File: src/rtl/pwt_pkg.sv
package pwt_pkg;

    localparam int ADDR_W = 3;

    localparam logic [ADDR_W-1:0] A_CTRL   = 3'd0;
    localparam logic [ADDR_W-1:0] A_RELOAD = 3'd1;
    localparam logic [ADDR_W-1:0] A_COUNT  = 3'd2;
    localparam logic [ADDR_W-1:0] A_CAPT   = 3'd3;
    localparam logic [ADDR_W-1:0] A_STAT   = 3'd4;

    localparam logic [1:0] EDGE_NONE = 2'b00;
    localparam logic [1:0] EDGE_RISE = 2'b01;
    localparam logic [1:0] EDGE_FALL = 2'b10;
    localparam logic [1:0] EDGE_BOTH = 2'b11;

    localparam logic [1:0] RUN_STOP  = 2'b00;
    localparam logic [1:0] RUN_SHOT  = 2'b01;

    typedef enum logic [2:0] {
        SQ_IDLE   = 3'd0,
        SQ_ARMED  = 3'd1,
        SQ_WAITG  = 3'd2,
        SQ_ACTIVE = 3'd3,
        SQ_DONE   = 3'd4
    } sq_state_e;

endpackage

File: src/rtl/pwt_sync_edge.sv
module pwt_sync_edge #(
    parameter int STAGES = 2
) (
    input  logic clk,
    input  logic rst_n,
    input  logic async_in,
    output logic level,
    output logic rise,
    output logic fall
);
    localparam int SH_W = STAGES + 1;

    logic [SH_W-1:0] sh_d, sh_q;

    always_comb begin
        sh_d = {sh_q[SH_W-2:0], async_in};
    end

    always_ff @(posedge clk or negedge rst_n) begin
        if (!rst_n) sh_q <= '0;
        else        sh_q <= sh_d;
    end

    assign level = sh_q[STAGES-1];
    assign rise  = sh_q[STAGES-1] & ~sh_q[STAGES];
    assign fall  = ~sh_q[STAGES-1] & sh_q[STAGES];

endmodule

File: src/rtl/pwt_prescaler.sv
module pwt_prescaler #(
    parameter int DIV_W = 3
) (
    input  logic             clk,
    input  logic             rst_n,
    input  logic             en,
    input  logic [DIV_W-1:0] div_code,
    output logic             tick
);
    localparam int PRE_W = 1 << DIV_W;

    logic [PRE_W-1:0] pre_d, pre_q;
    logic [PRE_W-1:0] one_w, mask_w;

    always_comb begin
        one_w  = PRE_W'(1);
        mask_w = (one_w << div_code) - one_w;
        tick   = en && (pre_q == mask_w);
        if (!en)       pre_d = '0;
        else if (tick) pre_d = '0;
        else           pre_d = pre_q + one_w;
    end

    always_ff @(posedge clk or negedge rst_n) begin
        if (!rst_n) pre_q <= '0;
        else        pre_q <= pre_d;
    end

endmodule

File: src/rtl/pwt_shot_seq.sv
module pwt_shot_seq
    import pwt_pkg::*;
(
    input  logic      clk,
    input  logic      rst_n,
    input  logic      ctrl_wr,
    input  logic [1:0] wr_run,
    input  logic      wr_oneshot,
    input  logic      oneshot,
    input  logic      cap_evt,
    input  logic      gate_open,
    output sq_state_e state,
    output logic      cap_allow,
    output logic      cnt_en,
    output logic      flag_set
);
    sq_state_e st_d, st_q;

    always_comb begin
        st_d = st_q;
        unique case (st_q)
            SQ_ARMED: begin
                if (cap_evt)         st_d = SQ_ACTIVE;
                else if (!gate_open) st_d = SQ_WAITG;
            end
            SQ_WAITG: begin
                if (cap_evt || gate_open) st_d = SQ_ACTIVE;
            end
            SQ_ACTIVE: begin
                if (oneshot && cap_evt) st_d = SQ_DONE;
            end
            default: st_d = st_q;
        endcase
        if (ctrl_wr) begin
            if (wr_run == RUN_STOP)                     st_d = SQ_IDLE;
            else if (wr_oneshot && wr_run == RUN_SHOT)  st_d = SQ_ARMED;
            else                                        st_d = SQ_ACTIVE;
        end
    end

    always_ff @(posedge clk or negedge rst_n) begin
        if (!rst_n) st_q <= SQ_IDLE;
        else        st_q <= st_d;
    end

    assign state     = st_q;
    assign cap_allow = (st_q == SQ_ARMED) || (st_q == SQ_WAITG) || (st_q == SQ_ACTIVE);
    assign cnt_en    = (st_q == SQ_ACTIVE) || (st_q == SQ_DONE) ||
                       ((st_q == SQ_WAITG) && gate_open);
    assign flag_set  = (st_q == SQ_ACTIVE) && cap_evt;

endmodule

File: src/rtl/gated_pulse_timer.sv
module gated_pulse_timer
    import pwt_pkg::*;
#(
    parameter int CNT_W       = 16,
    parameter int DIV_W       = 3,
    parameter int SYNC_STAGES = 2
) (
    input  logic              clk,
    input  logic              rst_n,
    input  logic              pin_in,
    input  logic              wr_en,
    input  logic [ADDR_W-1:0] wr_addr,
    input  logic [CNT_W-1:0]  wr_data,
    input  logic [ADDR_W-1:0] rd_addr,
    output logic [CNT_W-1:0]  rd_data,
    output logic              irq
);
    localparam int ST_PAD = CNT_W - 5;

    typedef struct packed {
        logic [CNT_W-1:0] ctrl;
        logic [CNT_W-1:0] rld;
        logic [CNT_W-1:0] cnt;
        logic [CNT_W-1:0] cap;
        logic             cap_flag;
        logic             ovf_flag;
    } regs_t;

    regs_t st_d, st_q;

    // control field views
    logic [1:0]       run_f;
    logic             oneshot_f, gate_en_f, gate_pol_f, reload_cap, irq_en_f;
    logic [1:0]       edge_f;
    logic [DIV_W-1:0] div_f;
    logic             run_on;

    assign run_f      = st_q.ctrl[1:0];
    assign oneshot_f  = st_q.ctrl[2];
    assign gate_en_f  = st_q.ctrl[3];
    assign gate_pol_f = st_q.ctrl[4];
    assign reload_cap = st_q.ctrl[5];
    assign irq_en_f   = st_q.ctrl[6];
    assign edge_f     = st_q.ctrl[8:7];
    assign div_f      = st_q.ctrl[9 +: DIV_W];
    assign run_on     = (run_f != RUN_STOP);

    // input conditioning
    logic pin_lvl, pin_rise, pin_fall;

    pwt_sync_edge #(.STAGES(SYNC_STAGES)) u_sync (
        .clk      (clk),
        .rst_n    (rst_n),
        .async_in (pin_in),
        .level    (pin_lvl),
        .rise     (pin_rise),
        .fall     (pin_fall)
    );

    logic tick;

    pwt_prescaler #(.DIV_W(DIV_W)) u_pre (
        .clk      (clk),
        .rst_n    (rst_n),
        .en       (run_on),
        .div_code (div_f),
        .tick     (tick)
    );

    logic gate_open, edge_hit, cap_evt, ctrl_wr, cnt_wr;
    logic cap_allow, cnt_en, flag_set, inc, ovf_set;
    sq_state_e sq_state;
    logic [2:0] sq_bits;

    assign gate_open = !gate_en_f || (pin_lvl != gate_pol_f);
    assign ctrl_wr   = wr_en && (wr_addr == A_CTRL);
    assign cnt_wr    = wr_en && (wr_addr == A_COUNT);

    always_comb begin
        unique case (edge_f)
            EDGE_RISE: edge_hit = pin_rise;
            EDGE_FALL: edge_hit = pin_fall;
            EDGE_BOTH: edge_hit = pin_rise | pin_fall;
            default:   edge_hit = 1'b0;
        endcase
    end

    assign cap_evt = run_on && cap_allow && edge_hit;

    pwt_shot_seq u_seq (
        .clk        (clk),
        .rst_n      (rst_n),
        .ctrl_wr    (ctrl_wr),
        .wr_run     (wr_data[1:0]),
        .wr_oneshot (wr_data[2]),
        .oneshot    (oneshot_f),
        .cap_evt    (cap_evt),
        .gate_open  (gate_open),
        .state      (sq_state),
        .cap_allow  (cap_allow),
        .cnt_en     (cnt_en),
        .flag_set   (flag_set)
    );

    assign sq_bits = sq_state;
    assign inc     = run_on && cnt_en && tick && gate_open;

    always_comb begin
        st_d    = st_q;
        ovf_set = 1'b0;

        if (cap_evt) st_d.cap = st_q.cnt;

        if (cap_evt && reload_cap) begin
            st_d.cnt = st_q.rld;
        end else if (inc) begin
            if (st_q.cnt == '1) begin
                st_d.cnt = st_q.rld;
                ovf_set  = 1'b1;
            end else begin
                st_d.cnt = st_q.cnt + CNT_W'(1);
            end
        end

        if (flag_set) st_d.cap_flag = 1'b1;
        if (ovf_set)  st_d.ovf_flag = 1'b1;

        if (wr_en) begin
            unique case (wr_addr)
                A_CTRL:   st_d.ctrl = wr_data;
                A_RELOAD: st_d.rld  = wr_data;
                A_COUNT:  st_d.cnt  = wr_data;
                A_STAT: begin
                    if (wr_data[0] && !flag_set) st_d.cap_flag = 1'b0;
                    if (wr_data[1] && !ovf_set)  st_d.ovf_flag = 1'b0;
                end
                default: ;
            endcase
        end
    end

    always_ff @(posedge clk or negedge rst_n) begin
        if (!rst_n) st_q <= '0;
        else        st_q <= st_d;
    end

    // views for the bound checker and read mux
    logic [CNT_W-1:0] cnt_val, cap_val, rld_val;
    logic             cap_flag_w, ovf_flag_w;

    assign cnt_val    = st_q.cnt;
    assign cap_val    = st_q.cap;
    assign rld_val    = st_q.rld;
    assign cap_flag_w = st_q.cap_flag;
    assign ovf_flag_w = st_q.ovf_flag;

    always_comb begin
        unique case (rd_addr)
            A_CTRL:   rd_data = st_q.ctrl;
            A_RELOAD: rd_data = rld_val;
            A_COUNT:  rd_data = cnt_val;
            A_CAPT:   rd_data = cap_val;
            A_STAT:   rd_data = {{ST_PAD{1'b0}}, sq_bits, ovf_flag_w, cap_flag_w};
            default:  rd_data = '0;
        endcase
    end

    assign irq = cap_flag_w & irq_en_f;

endmodule

File: config.mk
export PLATFORM = sky130hd
export DESIGN_NAME = gated_pulse_timer
export DESIGN_NICKNAME = d
export VERILOG_FILES = /design/src/rtl/pwt_pkg.sv /design/src/rtl/pwt_sync_edge.sv /design/src/rtl/pwt_prescaler.sv /design/src/rtl/pwt_shot_seq.sv /design/src/rtl/gated_pulse_timer.sv
export SDC_FILE = /design/constraint.sdc
export NUM_CORES = 1
export LEC_CHECK = 0
export BUFFER_PORTS_ARGS = -buffer_cell sky130_fd_sc_hd__buf_2
export CAP_MARGIN = 0
export CELL_PAD_IN_SITES_DETAIL_PLACEMENT = 0
export CELL_PAD_IN_SITES_GLOBAL_PLACEMENT = 1
export CORE_MARGIN = 2
export CORE_UTILIZATION = 51
export DETAILED_ROUTE_END_ITERATION = 7
export PLACE_DENSITY_LB_ADDON = 0.3
export RECOVER_POWER = 100
export SYNTH_ARGS = -nofsm -noshare
export SYNTH_HDL_FRONTEND = slang
export SYNTH_SLANG_ARGS = --single-unit
File: constraint.sdc
create_clock -name clk -period 5.8 [get_ports clk]
set_clock_uncertainty 0.05 [all_clocks]
set_input_delay 0.58 -clock clk [delete_from_list [all_inputs] [get_ports clk]]
set_output_delay 0.58 -clock clk [all_outputs]
set_load 0.01 [all_outputs]
Word level (Yosys, flattened, before mapping)
Cells that the tools add are included.
{"block": "op_classes", "add_sub_neg": 3, "n_eq_ne": 21, "shift": 1, "n_mux": 26, "bitwise_logic": 6, "reduce_logical": 31}
{"operator": "2-to-1 mux 16 bit", "count": 5}
{"operator": "case mux 16 bit (5 select lines)", "count": 1}
{"operator": "2-to-1 mux 3 bit", "count": 6}
{"operator": "adder 16 x 1 -> 16 bit, second input constant", "count": 1}
{"operator": "== test 16 bit, second input constant", "count": 1}
{"operator": "2-to-1 mux 8 bit", "count": 2}
{"operator": "== test 3 x 2 -> 1 bit, second input constant", "count": 5}
{"operator": "logical AND 1 bit", "count": 14}
{"operator": "== test 3 x 1 -> 1 bit, second input constant", "count": 3}
{"operator": "== test 3 bit, second input constant", "count": 3}
{"operator": "case mux 3 bit (3 select lines)", "count": 1}
{"operator": "adder 8 x 1 -> 8 bit, second input constant", "count": 1}
{"operator": "== test 8 bit", "count": 1}
{"operator": "left shift 1 x 3 -> 8 bit, first input constant", "count": 1}
{"operator": "subtractor 8 x 1 -> 8 bit, second input constant", "count": 1}
{"operator": "2-to-1 mux 1 bit", "count": 7}
{"operator": "zero test 3 bit", "count": 2}
{"operator": "logical OR 1 bit", "count": 6}
{"operator": "2-to-1 mux 2 bit", "count": 3}
{"operator": "inequality test 3 x 2 -> 1 bit, second input constant", "count": 2}
{"operator": "== test 2 x 1 -> 1 bit, second input constant", "count": 2}
{"operator": "== test 2 bit, second input constant", "count": 2}
{"operator": "inequality test 4 bit, second input constant", "count": 1}
{"operator": "AND reduction 2 bit", "count": 2}
{"operator": "10 further kinds", "count": 15}
{"block": "totals", "register_bits": 80, "in_bits": 26, "out_inout_bits": 17, "word_cells": 97}

Longest topological paths before layout
Gate-level depths: netlist of run 1.
{"block": "depth", "ltp_word": 14, "ltp_mapped": 12, "depth_no_buf": 10}

By module
A second synthesis of run 1 with hierarchy kept.
{"block": "hier_totals", "cells_unflattened": 435, "area_unflattened_um2": 4744.6}
{"module": "gated_pulse_timer", "n_inst": 1, "cells_each": 343, "area_per_inst_um2": 3844.9, "seq_area_each_um2": 1651.6}
{"module": "pwt_prescaler", "n_inst": 1, "cells_each": 58, "area_per_inst_um2": 556.8, "seq_area_each_um2": 200.2}
{"module": "pwt_shot_seq", "n_inst": 1, "cells_each": 29, "area_per_inst_um2": 252.7, "seq_area_each_um2": 75.1}
{"module": "pwt_sync_edge", "n_inst": 1, "cells_each": 5, "area_per_inst_um2": 90.1, "seq_area_each_um2": 75.1}

Worst setup path after synthesis of run 1
Ideal clock, no wire load.
{"block": "synth_timing", "kind": "register -> register", "start": "reg st_q, in the netlist div_f[0]", "end": "reg st_q, in the netlist cnt_val[11]", "setup_time_ns": 0.128, "t_arrival_ns": 2.525, "t_required_ns": 5.622, "slack_ns": 3.097, "path_stages_with_launch": 13, "n_path_buf": 2, "period_less_slack_ns": 2.703, "path_cell_list": "dfrtp_1 -> buf_4 -> nor3_2 -> inv_1 -> ha_1 -> xnor2_1 -> nor4_1 -> o2111a_2 -> o211ai_4 -> or2_1 -> buf_6 -> o31ai_2 -> a21oi_1"}
{"item": "start: declaration", "line_no": "gated_pulse_timer.sv:29", "rtl": "regs_t st_d, st_q;"}
{"item": "start signal: assignment", "line_no": "gated_pulse_timer.sv:144", "rtl": "else st_q <= st_d;"}

==> results of run 1 <==
==> synth_stat cells (2+ instances only) <==
| cell | number | area [um^2] |
|---|---|---|
| nor2b_1 | 15 | 93.8 |
| mux4_2 | 11 | 248 |
| a21oi_1 | 23 | 115 |
| o22ai_1 | 11 | 68.8 |
| nand2b_1 | 3 | 18.8 |
| buf_4 | 2 | 15.0 |
| nand2_1 | 26 | 97.6 |
| xor2_1 | 10 | 87.6 |
| a211oi_1 | 4 | 30.0 |
| and2_1 | 2 | 12.5 |
| a41oi_1 | 3 | 26.3 |
| dfrtp_1 | 80 | 2000 |
| nor4_2 | 2 | 25.0 |
| mux2_2 | 51 | 574 |
| a22o_1 | 2 | 17.5 |
| or3b_2 | 2 | 17.5 |
| nor4_1 | 3 | 18.8 |
| xnor2_1 | 7 | 61.3 |
| nand3_1 | 15 | 75.1 |
| nand3b_1 | 2 | 15.0 |
| clkbuf_1 | 12 | 45.0 |
| nand4_1 | 6 | 37.5 |
| a22oi_1 | 16 | 120 |
| buf_2 | 7 | 35.0 |
| o31ai_1 | 4 | 30.0 |
| o21ai_0 | 12 | 60.1 |
| o21ai_1 | 13 | 65.1 |
| nor3_1 | 10 | 50.1 |
| and3_1 | 9 | 56.3 |
| inv_1 | 9 | 33.8 |
| nor3b_1 | 4 | 30.0 |
| nor2_1 | 25 | 93.8 |
| ha_1 | 5 | 62.6 |
| or3_1 | 2 | 12.5 |
==> cell type report <==
cell class / count / area (um^2) / area share
tap: 108 / 135 / 0.0270
inverter: 9 / 33.8 / 0.00675
clock inverter: 4 / 28.8 / 0.00575
clock buffer: 12 / 145 / 0.0290
timing repair buffer: 46 / 211 / 0.0423
multi-input combinational: 322 / 2450 / 0.489
sequential: 80 / 2000 / 0.400
==> sequential cells by signal, summed over array words and instances, names as in the netlist <==
| signal | count |
|---|---|
| oneshot_f | 1 |
| u_sync.sh_q | 3 |
| u_pre.pre_q | 8 |
| rld_val | 16 |
| cap_val | 16 |
| u_seq.state | 3 |
| edge_f | 2 |
| reload_cap | 1 |
| cap_flag_w | 1 |
| st_q | 4 |
| run_f | 2 |
| div_f | 3 |
| gate_pol_f | 1 |
| cnt_val | 16 |
| gate_en_f | 1 |
| irq_en_f | 1 |
| ovf_flag_w | 1 |
==> worst paths after layout <==
kind	startpoint	end	slack, ns	cells past startpoint
setup / recovery	u_sync.sh_q[1]	cnt_val[10]	1.95	10
hold / removal	pin_in	u_sync.sh_q[0]	0.27	1
setup reg to reg	u_sync.sh_q[1]	cnt_val[10]	1.95	10
hold reg to reg	u_sync.sh_q[0]	u_sync.sh_q[1]	0.30	0
max in group asynchronous	rst_n	cap_val[0]	4.69	1
min in group asynchronous	rst_n	u_pre.pre_q[4]	0.33	1
==> metrics by stage <==
step / hold WS [ns] / utilization / setup WS, ns / total power [mW] / std cells
finish: 0.274 / 0.571 / 1.95 / 1.96 / 581
global route: 0.267 / 0.571 / 1.70 / 2.09 / 581
CTS: 0.266 / 0.581 / 2.63 / 2.00 / 581
detailed placement: 0.290 / 0.561 / 2.65 / 1.61 / 565
global placement: 0.288 / 0.561 / 2.78 / 1.59 / 565
floorplan: 0.234 / - / 3.10 / 1.41 / 433
==> metal layers <==
layer | up-vias | share of wire | global-route usage
met1 | 1855 | 0.46 | 0.351
li1 | 1693 | - | -
met2 | 97 | 0.47 | 0.384
met3 | 25 | 0.052 | 0.0541
met5 | - | 0 | 0
met4 | 0 | 0.022 | 0.0832
==> placed cells by master, fill, tap and decap left out, drive strengths merged, types with 7 or more instances in the layout <==
cell,n
dfrtp,80
mux2,51
clkbuf,31
buf,27
nor2,26
nand2,26
o21ai,25
a21oi,23
a22oi,16
nor2b,15
nand3,15
mux4,11
o22ai,11
nor3,11
xor2,10
inv,10
and3,9
xnor2,7
==> cells by family (layout without fill, tap and decap cells) <==
group,after synthesis,in the layout
simple gates,133,133
compound gates,105,105
flops,80,80
mux,62,62
buf+inv,31,71
xor+xnor,17,17
fa+ha+maj,5,5
==> where the power goes <==
group	switching (mW)	internal, mW
clock	0.214	0.169
sequential	0.217	0.738
combinational	0.298	0.327
==> run_results.csv, run 1 <==
group,metric,value,unit
outcome,status,"finished, final reports clean",
yosys,synth_top_flop_cell,"dfrtp_1",
floorplanning,start_util,0.528,
routing,drcViolationCount,0,
placed_design,port_buffers,42,
sta,period_minus_slack,3.85,ns
grt,grt_usage,0.248,
pwr,power_leakage,1.97,nW
grt,grt_max_degree,81,
placed_design,dp_hpwl,7820,um
pwr,ir_drop,201,uV
yosys,yosys-mux-area-fraction,0.178,
routing,avgViaCountPerCell,6.32,
yosys,synth_seq_cells,80,
sta,fmax,260,MHz
yosys,synthCells,433,
yosys,synth_warnings,0,
grt,overflow,0,
routing,drt-initial-drc-count,242,
grt,grt_pass1_wl,19300,um
yosys,synth_xor_area_frac,0.0322,
routing,postRouteAntennaNets,0,
critical_path,critical_path_class,"register to register",
floorplanning,fp.dieH,99.2,um
critical_path,worstPathMaxFanout,22,
cts,cts_hold_buf,0,
flow_run,cap_violations,0,
floorplanning,die_x,99.2,um
routing,dr_total_vias,3670,
yosys,synthAdderAreaFrac,0.0135,
sta,maxSlewViolCount,0,
floorplanning,fp-row-count,34,
routing,dr.pass1.iters,5,
routing,wl,11600,um
cts,clockBufferDepth,2,
routing,wire_per_inst,19.9,um
final_layout,final_layout_size_suffix_gt1_frac,0.237,
sta,rsz0062_at_grt,"no",
cts,root_buffer,"clkbuf_8",
cts,cts_resized,0,
cts,cts.sinks,80,
sta,min_period_over_period,0.664,
cts,clkLatencyLatePin,0.36,ns
sta,hold_viol,0,
final_layout,nNetsFinal,499,
yosys,synth_nets,464,
sta,tightest_slew,1.40,ns
placed_design,place.gp.congestion,0.892,
floorplanning,fp.coreArea,8760,um^2
yosys,synth-edff-count,0,
yosys,synth-simple-area-share,0.156,
critical_path,crit_family,"buffers and inverters",
min_path,hold_class,"primary input to register",
final_layout,finalInstanceArea,5000,um^2
sta,finalSetupTns,0,ns
floorplanning,io_pins,43,
sta,setup_viol,0,
critical_path,crit_chain,"inv_1, ha_1, and3_1, nor4_4, clkbuf_1, a21oi_1, and3_1, o21ai_0, o21ai_0, a221o_1",
final_layout,antenna_cells,0,
yosys,synth_compound_area_frac,0.157,
critical_path,crit_required,5.99,ns
grt,grt_pass1_vias,3667,
cts,cts_tree,"built",
yosys,ys_types,59,
cts,cts_buffers,9,
critical_path,cp-start-kind,"register",
sta,slew_headroom,0.0693,
floorplanning,dieArea,9840,um^2
critical_path,crit_buf_inv,2,
critical_path,cpMaxStageDelayCell,"clkbuf_1",
yosys,async_flop_share,1.00,
critical_path,max_stage_delay,1.04,ns
cts,cts.clk_slew.worst_paths,0.08,ns
cts,cts_setup_buffers,0,
cts,cts_max_level,3,
yosys,synth_top_family_by_area,"multiplexers",
yosys,syn_avg_cell_area,10.7,um^2
yosys,syn_area,4620,um^2
final_layout,fillers,795,
placed_design,post_dp_cell_area,4920,um^2
final_layout,area.growth.synth_to_final,8.20,%
grt,antenna_found_initial,0,
critical_path,worstPathArrival,4.04,ns
critical_path,crit_path_end_kind,"register",
yosys,yosysSeqAreaShare,0.433,
pwr,p_per_area,393,nW/um^2
Note: power is estimated with default switching activity, not from simulation.
==> run 2, diff against run 1 <==
CORE_UTILIZATION = 43   (was 51)
clock period = 3.2 ns   (was 5.8 ns; I/O delays follow)
==> run_results.csv, run 2 (synthesized netlist as in run 1, its figures left out) <==
group,metric,value,unit
routing,postRouteAntennaNets,0,
routing,avgViaCountPerCell,5.99,
sta,maxSlewViolCount,81,
cts,clkLatencyLatePin,0.35,ns
critical_path,reg2regPathDepth,11,
critical_path,reg2reg_to,"cnt_val[14]",
placed_design,post_dp_cell_area,5010,um^2
floorplanning,io_pins,43,
critical_path,r2r_slack,0.17,ns
floorplanning,fp-row-count,37,
placed_design,port_buffers,42,
sta,slew_headroom,-0.336,
sta,hold_slack,0.0229,ns
cts,cts_tree,"built",
cts,cts_hold_buf,0,
grt,grt_usage,0.219,
routing,wire_per_inst,19.7,um
sta,finalSetupTns,0,ns
grt,grt_max_degree,81,
placed_design,place.gp.congestion,0.882,
sta,rsz0062_at_grt,"no",
final_layout,finalInstanceArea,5140,um^2
routing,dr.pass1.iters,5,
cts,cts_max_level,3,
final_layout,area.growth.synth_to_final,11.1,%
min_path,hold_class,"primary input to register",
critical_path,crit_required,3.40,ns
outcome,violations,"capacitance limit, slew limit",
cts,clockBufferDepth,2,
sta,min_period_over_period,0.948,
final_layout,layout_common_cells,"dfrtp_1 (80), mux2_2 (49), nand2_1 (26)",
routing,drcViolationCount,0,
critical_path,reg2reg_from,"div_f[0]",
sta,tightest_slew,2.00,ns
sta,period_minus_slack,3.03,ns
routing,dr_total_vias,3697,
placed_design,dp_hpwl,8740,um
grt,antenna_found_initial,0,
critical_path,crit_path_end_kind,"register",
critical_path,worstPathArrival,3.23,ns
min_path,hold_depth,1,
sta,setup_viol,0,
cts,cts_buffers,9,
sta,hold_viol,0,
critical_path,cp-start-kind,"register",
routing,wl,12200,um
cts,cts.clk_slew.worst_paths,0.08,ns
critical_path,critical_path_class,"register to register",
pwr,p_per_area,712,nW/um^2
grt,grt_pass1_wl,19500,um
min_path,worstHoldStart,"pin_in",
outcome,status,"finished with violations",
floorplanning,start_util,0.446,
flow_run,cap_violations,1,
floorplanning,fp.coreArea,10400,um^2
cts,cts.sinks,80,
final_layout,layout_commonest_cell,"dfrtp_1",
floorplanning,die_x,108,um
min_path,whs_endpoint,"u_sync.sh_q[0]",
grt,overflow,0,
floorplanning,fp.dieH,108,um
pwr,ir_drop,274,uV
floorplanning,dieArea,11600,um^2
critical_path,worstPathMaxFanout,10,
pwr,power_leakage,2.04,nW
sta,fmax,330,MHz
cts,root_buffer,"clkbuf_8",
grt,grt_pass1_vias,3619,
final_layout,final_layout_size_suffix_gt1_frac,0.256,
final_layout,antenna_cells,0,
routing,drt-initial-drc-count,242,
final_layout,nNetsFinal,507,
-- run 2: changes by cell type in the layout (fill, tap and decap cells not counted), moves of 2 or more --
cell      change
buf_4         +3
clkinv_2      +2
o21ai_1       +6
clkbuf_2      +2
o21ai_0       -6
-- run 2: cell type report --
| type | count | area [um^2] |
|---|---|---|
| multi-input combinational | 322 | 2480 |
| inverter | 9 | 33.8 |
| clock buffer | 10 | 128 |
| timing repair buffer | 54 | 259 |
| fill | 986 | 5230 |
| sequential | 80 | 2000 |
| clock inverter | 6 | 60.1 |
| tap | 136 | 170 |
-- run 2: worst max-delay path: stages (launching register included) --
cell and delay, ns:
dfrtp_1 0.50, nor3_2 0.22, inv_1 0.08, ha_1 0.28, xnor2_1 0.24, a21boi_0 0.28, o2111a_2 0.25, o211ai_4 0.12
buf_4 0.19, nor2_4 0.26, a41oi_1 0.16, o31ai_1 0.29
-- run 2: how the worst max path moves through the flow --
stage,slack (ns),endpoint,start,cells past startpoint
3_3_place_gp,0.24,cnt_val[0],div_f[0],10
6_report,0.17,cnt_val[14],div_f[0],11
4_1_cts,0.18,cnt_val[0],div_f[0],10
2_1_floorplan,0.50,cnt_val[11],div_f[0],12
3_5_place_dp,0.19,cnt_val[14],div_f[0],11
5_1_grt,0.01,cnt_val[14],div_f[1],11
-- run 2: power by group --
part / switching (mW) / internal [mW]
Clock: 0.377 / 0.357
Sequential: 0.404 / 1.34
Combinational: 0.571 / 0.612
Total: 1.35 / 2.31
-- run 2: repair_timing --
action,CTS,global route
buffers inserted,0,0
setup endpoints to repair,0,2
gates resized for setup,0,2
-- run 2: through the flow --
step / total power, mW / worst slack (ns) / utilization / std cells
global route: 3.89 / 0.0109 / 0.495 / 617
floorplan: 2.55 / 0.497 / - / 433
CTS: 3.71 / 0.180 / 0.502 / 617
finish: 3.66 / 0.167 / 0.495 / 617
detailed placement: 2.97 / 0.186 / 0.483 / 601
global placement: 2.93 / 0.238 / 0.483 / 601
-- run 2: layer usage --
layer	global-route usage	up-vias	wire length, um	part of all wire
met3	0.0363	13	611	0.050
li1	-	1711	-	-
met1	0.310	1871	5680	0.47
met4	0.0559	0	120	0.0099
met5	0	-	0	0
met2	0.351	102	5760	0.47
==> run 3, diff against run 2 <==
CELL_PAD_IN_SITES_GLOBAL_PLACEMENT = 2   (was 1)
CORE_UTILIZATION = 35   (was 43)
==> run_results.csv, run 3 (synthesized netlist as in run 1, its figures left out) <==
group,metric,value,unit
cts,clkLatencyLatePin,0.34,ns
pwr,total_power,3.92,mW
critical_path,cp-start-kind,"register",
min_path,hold_class,"primary input to register",
grt,overflow,0,
outcome,violations,"capacitance limit, slew limit",
final_layout,utilization,0.414,
final_layout,layout_commonest_cell,"dfrtp_1",
final_layout,layout_common_cells,"dfrtp_1 (80), mux2_2 (51), nand2_1 (26)",
final_layout,area.growth.synth_to_final,14.3,%
final_layout,final_layout_size_suffix_gt1_frac,0.258,
sta,min_period_over_period,0.932,
sta,period_minus_slack,2.98,ns
final_layout,fillers,1245,
floorplanning,fp-row-count,41,
final_layout,antenna_cells,0,
critical_path,crit_path_end_kind,"register",
cts,cts.sinks,80,
cts,cts.clk_slew.worst_paths,0.06,ns
sta,maxSlewViolCount,81,
pwr,power_leakage,2.10,nW
pwr,ir_drop,362,uV
final_layout,nNetsFinal,509,
sta,setup_ws,0.216,ns
critical_path,critical_path_class,"register to register",
sta,rsz0062_at_grt,"no",
sta,finalSetupTns,0,ns
grt,grt_pass1_vias,3755,
sta,fmax,335,MHz
floorplanning,start_util,0.362,
floorplanning,io_pins,43,
grt,grt_max_degree,81,
pwr,p_per_area,742,nW/um^2
floorplanning,fp.dieH,119,um
sta,hold_viol,0,
floorplanning,dieArea,14100,um^2
sta,hold_slack,0.0299,ns
cts,cts_tree,"built",
sta,tightest_slew,2.07,ns
routing,postRouteAntennaNets,0,
sta,setup_viol,0,
floorplanning,fp.coreArea,12800,um^2
cts,cts_max_level,3,
routing,avgViaCountPerCell,5.61,
placed_design,dp_hpwl,9140,um
grt,grt_usage,0.195,
floorplanning,die_x,119,um
routing,dr.pass1.iters,4,
critical_path,crit_required,3.38,ns
final_layout,ff_latch_area,2000,um^2
placed_design,port_buffers,42,
routing,drcViolationCount,0,
cts,cts_buffers,9,
critical_path,worstPathMaxFanout,10,
routing,drt-initial-drc-count,183,
cts,clockBufferDepth,2,
final_layout,multi_input_area,2480,um^2
cts,root_buffer,"clkbuf_16",
flow_run,cap_violations,1,
critical_path,worstPathArrival,3.16,ns
outcome,status,"finished with violations",
routing,wl,13100,um
grt,grt_pass1_wl,21100,um
routing,dr_total_vias,3664,
sta,slew_headroom,-0.381,
placed_design,place.gp.congestion,0.863,
grt,antenna_found_initial,0,
routing,wire_per_inst,20.1,um
placed_design,pre_cts_ws,0.0864,ns
## run 3: cell types whose count changed in the layout (fill, tap and decap cells not counted), sizes merged
cell      previous run  this run
clkbuf              34        37
buf                 30        33
clkinvlp             2         0
clkinv               3         0
bufinv               1         0
## run 3: path summary, 6_finish.rpt
| kind | from | to | slack, ns | cells after the start |
|---|---|---|---|---|
| worst min register to register | u_sync.sh_q[0] | u_sync.sh_q[1] | 0.31 | 0 |
| max in group asynchronous | rst_n | rld_val[2] | 1.35 | 1 |
| worst max-delay path | div_f[1] | cnt_val[10] | 0.22 | 11 |
| min in group asynchronous | rst_n | u_pre.pre_q[6] | 0.53 | 1 |
| worst max register to register | div_f[1] | cnt_val[10] | 0.22 | 11 |
| worst min-delay path | pin_in | u_sync.sh_q[0] | 0.03 | 1 |
## run 3: layer usage
metal	GRT usage	wire length, um	vias to the layer above	part of all wire
met5	0	0	-	0
met4	0.0744	163	0	0.012
met3	0.0330	385	11	0.029
met2	0.302	6140	55	0.47
met1	0.272	6420	1875	0.49
li1	-	-	1723	-
## run 3: critical path, stage by stage, from the launching register on
cell and delay, ns:
dfrtp_1 0.50, nor3_2 0.19, inv_1 0.09, ha_1 0.30, or3b_1 0.20, a21oi_1 0.06
or4_4 0.53, o211ai_4 0.19, clkbuf_1 0.18, nor3_1 0.08, xor2_1 0.18, a221o_1 0.32
## run 3: stage by stage
stage | std cells | instance area, um^2
after detailed placement | 639 | 5070
after CTS | 653 | 5350
after global placement | 639 | 5070
final | 653 | 5290
after floorplan | 433 | 4620
after global routing | 653 | 5290
## run 3: power by group
part | total [mW] | internal, mW | switching [mW] | leakage, nW
clock network | 0.983 | 0.582 | 0.401 | 0.135
logic | 1.20 | 0.618 | 0.585 | 0.994
registers | 1.74 | 1.34 | 0.395 | 0.967
## run 3: layout make-up
cell class | instances | share of cell area
Tap cell | 172 | 0.0407
Sequential cell | 80 | 0.379
Multi-Input combinational cell | 322 | 0.470
Clock buffer | 14 | 0.0518
Inverter | 9 | 0.00639
Timing Repair Buffer | 56 | 0.0523
## run 3: timing repair
action,in CTS,in global routing
hold buffers,0,0
gates resized for setup,0,2
setup endpoints to repair,0,6
setup buffers,0,0
